File: src/rtl/atten_pkg.sv
package atten_pkg;
  localparam int ATTEN_BITS = 7;
  localparam int WORD_BITS  = 8;

  typedef enum logic [1:0] {
    MODE_DIRECT  = 2'd0,
    MODE_LATCHED = 2'd1,
    MODE_SERIAL  = 2'd2
  } atten_mode_e;

  function automatic atten_mode_e decode_mode(input logic ser_sel, input logic latch_en);
    if (ser_sel)       return MODE_SERIAL;
    else if (latch_en) return MODE_DIRECT;
    else               return MODE_LATCHED;
  endfunction
endpackage

File: src/rtl/atten_pup_timer.sv
module atten_pup_timer #(
  parameter int PUP_CYCLES = 40000
) (
  input  logic clk,
  input  logic rst_n,
  output logic done
);
  generate
    if (PUP_CYCLES == 0) begin : g_none
      assign done = 1'b1;
    end else begin : g_count
      localparam int CW = $clog2(PUP_CYCLES + 1);
      localparam logic [CW-1:0] LIMIT = CW'(PUP_CYCLES);
      logic [CW-1:0] cnt;
      always_ff @(posedge clk or negedge rst_n) begin
        if (!rst_n)              cnt <= '0;
        else if (cnt != LIMIT)   cnt <= cnt + 1'b1;
      end
      assign done = (cnt == LIMIT);
    end
  endgenerate
endmodule

File: src/rtl/atten_le_edge.sv
module atten_le_edge (
  input  logic clk,
  input  logic rst_n,
  input  logic latch_en,
  output logic le_fall
);
  logic le_d;
  always_ff @(posedge clk or negedge rst_n) begin
    if (!rst_n) le_d <= 1'b0;
    else        le_d <= latch_en;
  end
  assign le_fall = le_d & ~latch_en;
endmodule

File: src/rtl/atten_ser_filter.sv
module atten_ser_filter #(
  parameter int ATTEN_W = 7,
  parameter int WORD_W  = 8
) (
  input  logic               sel,
  input  logic               valid,
  input  logic [WORD_W-1:0]  word,
  output logic               accept,
  output logic [ATTEN_W-1:0] code
);
  localparam int GUARD_W = WORD_W - ATTEN_W;
  logic guard_clear;

  generate
    if (GUARD_W > 0) begin : g_guard
      assign guard_clear = ~|word[WORD_W-1:ATTEN_W];
    end else begin : g_noguard
      assign guard_clear = 1'b1;
    end
  endgenerate

  assign accept = sel & valid & guard_clear;
  assign code   = word[ATTEN_W-1:0];
endmodule

File: src/rtl/atten_par_path.sv
module atten_par_path #(
  parameter int ATTEN_W = 7
) (
  input  atten_pkg::atten_mode_e mode,
  input  logic                   pup_done,
  input  logic                   le_fall,
  input  logic [ATTEN_W-1:0]     par_data,
  output logic                   load,
  output logic [ATTEN_W-1:0]     code
);
  import atten_pkg::*;
  always_comb begin
    unique case (mode)
      MODE_DIRECT:  load = pup_done;
      MODE_LATCHED: load = le_fall;
      default:      load = 1'b0;
    endcase
  end
  assign code = par_data;
endmodule

File: src/rtl/atten_mode_ctrl.sv
module atten_mode_ctrl #(
  parameter int PUP_CYCLES = 40000,
  parameter int ATTEN_W    = atten_pkg::ATTEN_BITS,
  parameter int WORD_W     = atten_pkg::WORD_BITS
) (
  input  logic               clk,
  input  logic               rst_n,
  input  logic               ser_sel,
  input  logic               latch_en,
  input  logic [ATTEN_W-1:0] par_data,
  input  logic               ser_valid,
  input  logic [WORD_W-1:0]  ser_word,
  output logic [ATTEN_W-1:0] atten_q
);
  import atten_pkg::*;

  localparam logic [ATTEN_W-1:0] CODE_MAX = '1;

  atten_mode_e        mode;
  logic               pup_done;
  logic               le_fall;
  logic               par_load, ser_accept;
  logic [ATTEN_W-1:0] par_code, ser_code;

  assign mode = decode_mode(ser_sel, latch_en);

  atten_pup_timer #(.PUP_CYCLES(PUP_CYCLES)) u_timer (
    .clk(clk), .rst_n(rst_n), .done(pup_done)
  );

  atten_le_edge u_edge (
    .clk(clk), .rst_n(rst_n), .latch_en(latch_en), .le_fall(le_fall)
  );

  atten_par_path #(.ATTEN_W(ATTEN_W)) u_par (
    .mode(mode), .pup_done(pup_done), .le_fall(le_fall),
    .par_data(par_data), .load(par_load), .code(par_code)
  );

  atten_ser_filter #(.ATTEN_W(ATTEN_W), .WORD_W(WORD_W)) u_ser (
    .sel(ser_sel), .valid(ser_valid), .word(ser_word),
    .accept(ser_accept), .code(ser_code)
  );

  // Parallel and serial loads are exclusive through ser_sel.
  always_ff @(posedge clk or negedge rst_n) begin
    if (!rst_n)          atten_q <= CODE_MAX;
    else if (par_load)   atten_q <= par_code;
    else if (ser_accept) atten_q <= ser_code;
  end
endmodule

File: config.mk
export PLATFORM = sky130hd
export DESIGN_NAME = atten_mode_ctrl
export DESIGN_NICKNAME = d
export VERILOG_FILES = /design/src/rtl/atten_pkg.sv /design/src/rtl/atten_pup_timer.sv /design/src/rtl/atten_le_edge.sv /design/src/rtl/atten_ser_filter.sv /design/src/rtl/atten_par_path.sv /design/src/rtl/atten_mode_ctrl.sv
export SDC_FILE = /design/constraint.sdc
export NUM_CORES = 1
export LEC_CHECK = 0
export BUFFER_PORTS_ARGS = -buffer_cell sky130_fd_sc_hd__clkbuf_2
export CORE_MARGIN = 1.5
export CORE_UTILIZATION = 55
export CTS_CLUSTER_DIAMETER = 200
export DETAILED_ROUTE_END_ITERATION = 8
export GPL_TIMING_DRIVEN = 0
export PLACE_DENSITY = 0.77
export SLEW_MARGIN = 15
export SYNTH_ARGS = -nofsm -noshare
export SYNTH_HDL_FRONTEND = slang
export SYNTH_SLANG_ARGS = --single-unit
File: constraint.sdc
create_clock -name clk -period 2.82 [get_ports clk]
set_clock_uncertainty 0.1 [all_clocks]
set_input_delay 0.564 -clock clk [delete_from_list [all_inputs] [get_ports clk]]
set_output_delay 0.564 -clock clk [all_outputs]
set_load 0.01 [all_outputs]
Yosys cells after proc, flatten, opt, wreduce, memory -nomap -nowiden
Index checks and enable logic that the tools add are counted.
- muxes and demuxes: 5
- $add $sub $neg: 1
- eq/ne operators: 3
- reduce and logical (&&, ||, !) cells: 3
- bitwise gates (word level): 4
- operators with widths (kind ; number):
    16-bit by 1-bit adder with 16-bit output (second input constant) ; 1
    16-bit == test (second input constant) ; 1
    16-bit inequality test (second input constant) ; 1
    7-bit two-way mux ; 2
    1-bit bitwise AND ; 3
    2-bit by 1-bit == test with 1-bit output (second input constant) ; 1
    2-bit logical NOT ; 1
    2-bit two-way mux ; 1
    1-bit case mux with 2 select lines ; 1
    2-bit nonzero test ; 1
    1-bit logical NOT ; 1
    1-bit two-way mux ; 1
    1-bit inverter ; 1
- register bits after elaboration: 24
- output and inout port bits: 7
- logic and storage cells: 19

Depth between registers and ports, before layout
Gate-level depths: netlist of the first run.
- depth in word-level cells: 5
- gate-level depth with buffers: 6
- depth with buffers taken out: 6

Cells and area by module
A second synthesis of the first run with hierarchy kept.
- cells, all modules: 118
- area total of the unflattened synthesis: 1262.5 um^2
- modules (own cells, without submodules) (module ; instances ; cells an instance ; seq. area each (um^2) ; area an instance (um^2)):
    atten_pup_timer ; 1 ; 68 ; 400.4 ; 758.2
    atten_mode_ctrl ; 1 ; 31 ; 183.9 ; 337.8
    atten_par_path ; 1 ; 9 ; 0.0 ; 66.3
    atten_ser_filter ; 1 ; 8 ; 0.0 ; 61.3
    atten_le_edge ; 1 ; 2 ; 25.0 ; 38.8

Least setup slack after synthesis of the first run
Ideal clock, no wire load.
- path type: input to register
- from: input port ser_word[7]
- to: register atten_q[0]
- cell stages on the path: 5
- required time: 2.637 ns
- arrival: 1.601 ns
- setup slack: 1.035 ns
- setup time: 0.083 ns
- path buffers: 1
- cells stage by stage: and3b_1 -> buf_2 -> o21bai_1 -> a21bo_2 -> a221o_1
- word-level cells in the longest chain between the ends: 3
- ends and longest elaborated chain (element ; RTL line ; text):
    from (decl) ; atten_mode_ctrl.sv:12 ; input logic [WORD_W-1:0] ser_word,
    1-bit logical NOT ; atten_ser_filter.sv:16 ; assign guard_clear = ~|word[WORD_W-1:ATTEN_W];
    1-bit bitwise AND ; atten_ser_filter.sv:22 ; assign accept = sel & valid & guard_clear;
    2-bit nonzero test (no source line) ; n/a ;
    to (signal assigned) ; atten_mode_ctrl.sv:48 ; else if (par_load) atten_q <= par_code;
    to (signal assigned) ; atten_mode_ctrl.sv:49 ; else if (ser_accept) atten_q <= ser_code;
    to (decl) ; atten_mode_ctrl.sv:13 ; output logic [ATTEN_W-1:0] atten_q
Every way passes these cells.
A chain may end at the register's enable or synchronous reset.

Worst setup path after layout of the first run
- from: register u_timer.g_count.cnt[0]
- to: register atten_q[0]
- word-level cells in the longest chain between the ends: 3
- elaborated cells on any way between the ends: 4
- those cells by class: 1 x eq/ne; 2 x mux; 1 x reduce/logical
- ends and longest elaborated chain (element ; RTL line ; text):
    from (decl) ; atten_pup_timer.sv:14 ; logic [CW-1:0] cnt;
    from (signal assigned) ; atten_pup_timer.sv:17 ; else if (cnt != LIMIT) cnt <= cnt + 1'b1;
    16-bit == test * ; atten_pup_timer.sv:19 ; assign done = (cnt == LIMIT);
    1-bit case mux with 2 select lines * ; atten_par_path.sv:13 ; unique case (mode)
    7-bit two-way mux / 2-bit nonzero test (equally long branches) ; n/a ;
Mark *: on every way between the ends. The rest lies on a longest branch, timed or not.

==> results of run 1 <==
-- through the flow --
step	std cells	util, %	hold slack [ns]	cell area [sq um]
after floorplan	96	-	0.1684	1171
after global placement	149	67.36	0.3524	1335
after detailed placement	149	67.36	0.3895	1335
after CTS	153	69.19	0.1347	1371
after global routing	153	69.19	0.1645	1371
final	153	69.19	0.1244	1371
-- cell families after synthesis --
logic type                 share of synthesized area (%)
buffers and inverters                              2.030
xor gates and xnor gates                           10.47
DFF                                                52.03
adders and majority gates                          2.136
muxes                                             0.8547
and+or+nand+nor                                    19.34
AOI/OAI and AO/OA                                  13.14
-- state kept, by name, summed over array words and instances, names as in the netlist --
signal and count:
u_timer.g_count.cnt 16, atten_q 7, u_edge.le_d 1
-- routing by layer --
metal	up-vias	GRT usage, %	part of all wire [%]
met5	-	0	0
met4	0	7.143	0.54
met3	2	2.761	2.8
met2	17	34.46	51
met1	428	28.23	46
li1	421	-	-
-- final cells by class --
class | count | share of cell area, %
clock buffer | 4 | 2.646
buffer | 1 | 0.3650
inverter | 5 | 1.369
timing repair buffer | 26 | 9.489
multi-input combinational | 66 | 39.23
sequential | 24 | 44.43
tap | 27 | 2.463
-- worst max-delay path by stage --
stage	start	to	slack (ns)	depth (start not counted)
global route	u_timer.g_count.cnt[1]	u_timer.g_count.cnt[12]	0.73	5
global placement	ser_sel	atten_q[4]	0.87	6
floorplan	ser_word[7]	atten_q[0]	1.04	5
finish	u_timer.g_count.cnt[0]	atten_q[0]	0.89	6
detailed placement	ser_sel	atten_q[6]	0.86	6
CTS	u_timer.g_count.cnt[0]	atten_q[6]	0.88	6
-- power by group --
part | internal [uW] | total (uW) | leakage (uW) | switching [uW]
clock network | 78.8 | 177 | 0.0000210 | 98.1
registers | 373 | 383 | 0.000294 | 9.63
logic | 40.7 | 79.5 | 0.000324 | 38.9
total | 493 | 639 | 0.000639 | 147
-- placed cells by master (no fill, tap or decap), types with 2 or more instances in the layout --
cell,Yosys,layout
clkbuf_2,0,26
a221o_1,7,7
a22o_1,7,7
clkbuf_4,0,3
dfrtp_1,17,17
nand3_1,9,9
xor2_1,4,4
ha_1,2,2
nor3_1,4,4
xnor2_1,10,10
dfstp_2,7,7
inv_1,5,5
nand2_1,3,3
nor2_1,2,2
nand4_1,3,3
==> impl_metrics.json, run 1 <==
{
  "status": "complete, no violations",
  "finalSetupViolations": 0,
  "cp_data_arrival_time_ns": 2.08,
  "crit_family": "compound AO/OA/AOI/OAI gates",
  "drt_first_pass_iters": 4,
  "initial_core_util_pct": 59.09,
  "antenna_found_initial": 0,
  "layout_min_cycle_time_ns": 1.932,
  "cp_slowest_stage_delay_ns": 0.44,
  "synth_edf_count": 0,
  "cp-start-kind": "register",
  "endpoint_kind": "register",
  "cts_hold_buffers": 0,
  "fin_ws_ns": 0.8882,
  "syn_area_sq_mm": 0.001171,
  "worstPathCellList": "inv_1 > ha_1 > and4bb_2 > nand4_4 > a21bo_2 > a221o_1",
  "io_pins": 27,
  "synthArstFlopShare_pct": 100.0,
  "vias_per_cell": 5.673,
  "core_sq_mm": 0.001982,
  "grt_pass1_wl_um": 3912,
  "wl_um": 2207,
  "vias": 868,
  "ys.flop_type": "dfrtp_1",
  "multi_input_area_sq_um": 538.0,
  "synth_seq_area_share_pct": 52.03,
  "drtIter0Drc": 15,
  "yosysTopAreaCellShare_pct": 36.32,
  "fp.dieW_um": 49.15,
  "seq_area_sq_um": 609.3,
  "min_path_type": "input pin to asynchronous set/reset pin",
  "grt_pass1_vias": 850,
  "drive_gt1_share_pct": 34.92,
  "max_freq_mhz": 517.7,
  "setup.worst_path.class": "register to register",
  "cts_resized": 0,
  "layout_worst_path_cycle_share_pct": 68.50,
  "reg2reg_to": "atten_q[0]",
  "maxSlewHeadroom_pct": 44.30,
  "die_y_um": 49.15,
  "hold_violations": 0,
  "cp_max_fo": 7,
  "worstMarginPinSlew_ns": 0.8337,
  "yosys-top-cells-area": "dfrtp_1 (36%), dfstp_2 (16%), xnor2_1 (7.5%)",
  "grt_max_degree": 25,
  "fillers": 158,
  "synth.distinct_cells": 29,
  "syn_nets": 118,
  "totalPowerFinal_uw": 639.4,
  "final_nets": 149,
  "clkLatencyLatePin_ns": 0.31,
  "p_leak_uw": 0.0006390,
  "syn_avg_cell_area_sq_um": 12.20,
  "grt.overflow.total": 0,
  "p_per_area_mw_per_mm2": 466.2,
  "reg2regPathDepth": 6,
  "cts_sinks": 24,
  "synth_top_cell_by_area": "dfrtp_1",
  "wl_per_cell_um": 14.42,
  "peakVddDrop_mv": 0.3330,
  "core.rowCount": 16,
  "ys_seq_elements": 24,
  "cap_viol_max_count": 0,
  "place_ws_ns": 0.8587,
  "clk_pin_slew_ns": 0.13,
  "cts_tree": "built",
  "ant_nets": 0,
  "rsz0062_at_grt": "false",
  "h-tree-depth": 1,
  "netlist_instances": 96,
  "area_growth_pct": 17.09,
  "diodes": 0,
  "regToRegStartpoint": "u_timer.g_count.cnt[0]",
  "io_buffers": 26,
  "synth_commonest_cells": "dfrtp_1 (17), xnor2_1 (10), nand3_1 (9)",
  "ys.warnings.count": 0,
  "final.setup.tns_ns": 0,
  "crit_required_ns": 2.96,
  "rrSetupSlack_ns": 0.89,
  "slew_violations": 0,
  "clockBufferDepth": 2,
  "root_buffer": "clkbuf_4",
  "drc": 0,
  "slowest_stage": "dfrtp_1",
  "grtUsageTotal_pct": 20.88,
  "die-area_sq_mm": 0.002415,
  "crit_buf_inv": 1,
  "cts_setup_buffers": 0,
  "cts_inserted_buffers": 3,
  "place_congestion": 0.7350,
  "synth_most_common_cell": "dfrtp_1",
  "post-dp-hpwl_um": 1728
}
(Power assumes the default switching activity.)
==> run 2, diff against run 1 <==
--- a/config.mk
+++ b/config.mk
@@ -5,13 +5,15 @@
 export SDC_FILE = /design/constraint.sdc
 export NUM_CORES = 1
 export LEC_CHECK = 0
+export ABC_AREA = 1
 export BUFFER_PORTS_ARGS = -buffer_cell sky130_fd_sc_hd__clkbuf_2
+export CORE_ASPECT_RATIO = 0.6
 export CORE_MARGIN = 1.5
-export CORE_UTILIZATION = 55
+export CORE_UTILIZATION = 48
 export CTS_CLUSTER_DIAMETER = 200
 export DETAILED_ROUTE_END_ITERATION = 8
 export GPL_TIMING_DRIVEN = 0
-export PLACE_DENSITY = 0.77
+export PLACE_DENSITY = 0.7
 export SLEW_MARGIN = 15
 export SYNTH_ARGS = -nofsm -noshare
 export SYNTH_HDL_FRONTEND = slang
==> constraint.sdc (replaced) <==
create_clock -name clk -period 1.7 [get_ports clk]
set_clock_uncertainty 0.1 [all_clocks]
set_input_delay 0.34 -clock clk [delete_from_list [all_inputs] [get_ports clk]]
set_output_delay 0.34 -clock clk [all_outputs]
set_load 0.01 [all_outputs]
==> impl_metrics.json, run 2 <==
{
  "status": "complete, no violations",
  "endpoint_kind": "register",
  "ant_nets": 0,
  "fin_util_pct": 61.21,
  "h-tree-depth": 1,
  "p_switching_uw": 271.0,
  "netlist_instances": 144,
  "cts_tree": "built",
  "cp_max_fo": 4,
  "synthArstFlopShare_pct": 100.0,
  "worstPathCellList": "ha_1 > nand3_2 > nor3_4 > nand3b_4 > inv_2 > nand2_1 > nand2_1 > nand2_1",
  "die_y_um": 43.14,
  "crit_family": "simple AND/OR/NAND/NOR gates",
  "grt_pass1_vias": 906,
  "clk_pin_slew_ns": 0.08,
  "hold_end": "u_edge.le_d",
  "post-place-cells": 202,
  "layout_commonest_cell": "clkbuf_2",
  "p_per_area_mw_per_mm2": 723.5,
  "wl_um": 2596,
  "drive_gt1_share_pct": 32.40,
  "p_leak_uw": 0.0007424,
  "setup.worst_path.class": "register to register",
  "power.share.sequential_pct": 57.2,
  "synth_top_family_by_area": "simple AND/OR/NAND/NOR gates",
  "synth.distinct_cells": 22,
  "largest_reg_flops": 16,
  "wl_per_cell_um": 12.30,
  "pwr-share-clk_pct": 31.0,
  "combPwrFrac_pct": 11.9,
  "synth_commonest_cells": "nand2_1 (25), nand3_1 (21), dfrtp_1 (17)",
  "hold_violations": 0,
  "vias_per_cell": 5.000,
  "synth_top_cell_by_area": "dfrtp_1",
  "stdcell_count": 211,
  "cts_resized": 0,
  "syn_avg_cell_area_sq_um": 8.950,
  "ys.warnings.count": 0,
  "cp_num_cells": 8,
  "ys.flop_type": "dfrtp_1",
  "drt_first_pass_iters": 4,
  "slowest_stage": "dfrtp_1",
  "fillers": 211,
  "cts_sinks": 24,
  "syn_area_sq_mm": 0.001289,
  "clockBufferDepth": 2,
  "io_buffers": 26,
  "largest_registers": "u_timer.g_count.cnt: 16 flops, atten_q: 7 flops, u_edge.le_d: 1 flops",
  "peakVddDrop_mv": 0.5110,
  "mostFrequentLayoutCells": "clkbuf_2 (26), nand2_1 (25), nand3_1 (21)",
  "grt_pass1_wl_um": 4347,
  "post-dp-hpwl_um": 1953,
  "antenna_found_initial": 0,
  "cp-start-kind": "register",
  "ys_seq_elements": 24,
  "synth_mux_area_share_pct": 0,
  "synth_seq_area_share_pct": 47.28,
  "switching_share_pct": 24.26,
  "core_sq_mm": 0.002522,
  "min_path_type": "input pin to register",
  "place_congestion": 0.8318,
  "regToRegStartpoint": "u_timer.g_count.cnt[0]",
  "cpMostUsedCell": "nand2_1",
  "vias": 1055,
  "final_nets": 202,
  "initial_core_util_pct": 51.09,
  "cts_inserted_buffers": 3,
  "synthAdderAreaFrac_pct": 1.942,
  "cp_data_arrival_time_ns": 1.63,
  "reg2regPathDepth": 8,
  "yosysTopAreaCellShare_pct": 33.01,
  "area_growth_pct": 19.81,
  "drc": 0,
  "cp_slowest_stage_delay_ns": 0.39,
  "worstHoldStart": "latch_en",
  "worstMarginPinSlew_ns": 0.5847,
  "maxSlewHeadroom_pct": 61.02,
  "grt.overflow.total": 0,
  "crit_buf_inv": 1,
  "synth-compound-area-share_pct": 1.553,
  "io_pins": 27,
  "drtIter0Drc": 35,
  "totalPowerFinal_uw": 1117,
  "regMostFlops": "u_timer.g_count.cnt",
  "synth_most_common_cell": "nand2_1",
  "cap_viol_max_count": 0,
  "placed_cell_area_sq_mm": 0.001459,
  "grtUsageTotal_pct": 18.84,
  "crit_required_ns": 1.76,
  "fp.dieW_um": 69.90,
  "rrSetupSlack_ns": 0.14,
  "synth_xor_area_share_pct": 8.155,
  "syn_nets": 166,
  "grt_max_degree": 25,
  "synth_edf_count": 0,
  "die-area_sq_mm": 0.003015,
  "hold_depth": 1,
  "clkLatencyLatePin_ns": 0.27,
  "reg2reg_to": "u_timer.g_count.cnt[14]",
  "intPower_uw": 846.1,
  "max_freq_mhz": 640.8,
  "stdcell_area_sq_mm": 0.001544,
  "root_buffer": "clkbuf_8",
  "diodes": 0,
  "slew_violations": 0,
  "layout_worst_path_cycle_share_pct": 91.80,
  "finalSetupViolations": 0,
  "core.rowCount": 14,
  "yosys-top-cells-area": "dfrtp_1 (33%), dfstp_2 (14%), nand3_1 (8.2%)",
  "layout_min_cycle_time_ns": 1.561,
  "synth_simple_gate_area_share_pct": 36.12
}
## run 2: area by class of cell
type / count / area, sq um / area share [%]
sequential: 24 / 609.3 / 39.47
timing repair buffer: 31 / 170.2 / 11.02
clock buffer: 4 / 45.04 / 2.917
inverter: 17 / 63.81 / 4.133
tap: 32 / 40.04 / 2.593
multi-input combinational: 103 / 615.6 / 39.87
## run 2: layer usage
| metal | vias up | wire length, um | track usage (%) | share of wire [%] |
|---|---|---|---|---|
| met5 | - | 0 | 0 | 0 |
| met4 | 0 | 8 | 4.615 | 0.31 |
| met3 | 2 | 103 | 5.938 | 4.0 |
| met2 | 16 | 1066 | 24.95 | 41 |
| met1 | 502 | 1417 | 29.35 | 55 |
| li1 | 535 | - | - | - |
## run 2: logic make-up after synthesis
| family | count (synthesis) |
|---|---|
| AOI/OAI and AO/OA | 4 |
| xor gates and xnor gates | 12 |
| adders and majority gates | 2 |
| buffers and inverters | 17 |
| DFF | 24 |
| and+or+nand+nor | 85 |
## run 2: worst max-delay path by stage
stage	from	to
after global placement	u_timer.g_count.cnt[0]	u_timer.g_count.cnt[14]
final	u_timer.g_count.cnt[0]	u_timer.g_count.cnt[14]
after CTS	u_timer.g_count.cnt[0]	u_timer.g_count.cnt[14]
after global routing	u_timer.g_count.cnt[1]	u_timer.g_count.cnt[14]
after detailed placement	u_timer.g_count.cnt[0]	u_timer.g_count.cnt[14]
after floorplan	u_timer.g_count.cnt[0]	u_timer.g_count.cnt[14]
## run 2: repair_timing
item                                    CTS  global route
setup buffers                             0             4
endpoints found under the hold margin    17             0
endpoints found under the setup margin    0             1
hold buffers                              1             0
## run 2: power groups by stage
stage	Sequential, uW	Combinational (uW)	Clock (uW)
after floorplan	662	43.4	0
after global placement	648	128	0
after detailed placement	648	132	0
after CTS	637	133	352
after global routing	642	147	382
final	638	133	346
## run 2: worst reg2reg max path, cell delays in order (launching register included)
cell and delay (ns):
dfrtp_1 0.39, ha_1 0.23, nand3_2 0.13, nor3_4 0.25
nand3b_4 0.13, inv_2 0.08, nand2_1 0.05, nand2_1 0.05
nand2_1 0.05
## run 2: per-stage QoR
stage	hold slack, ns	worst slack, ns	TNS (ns)
after floorplan	-0.05559	0.2731	0
after global placement	0.2615	0.1363	0
after detailed placement	0.2656	0.09825	0
after CTS	0.1298	0.08615	0
after global routing	0.1374	-0.004591	-0.004591
final	0.1447	0.1394	0
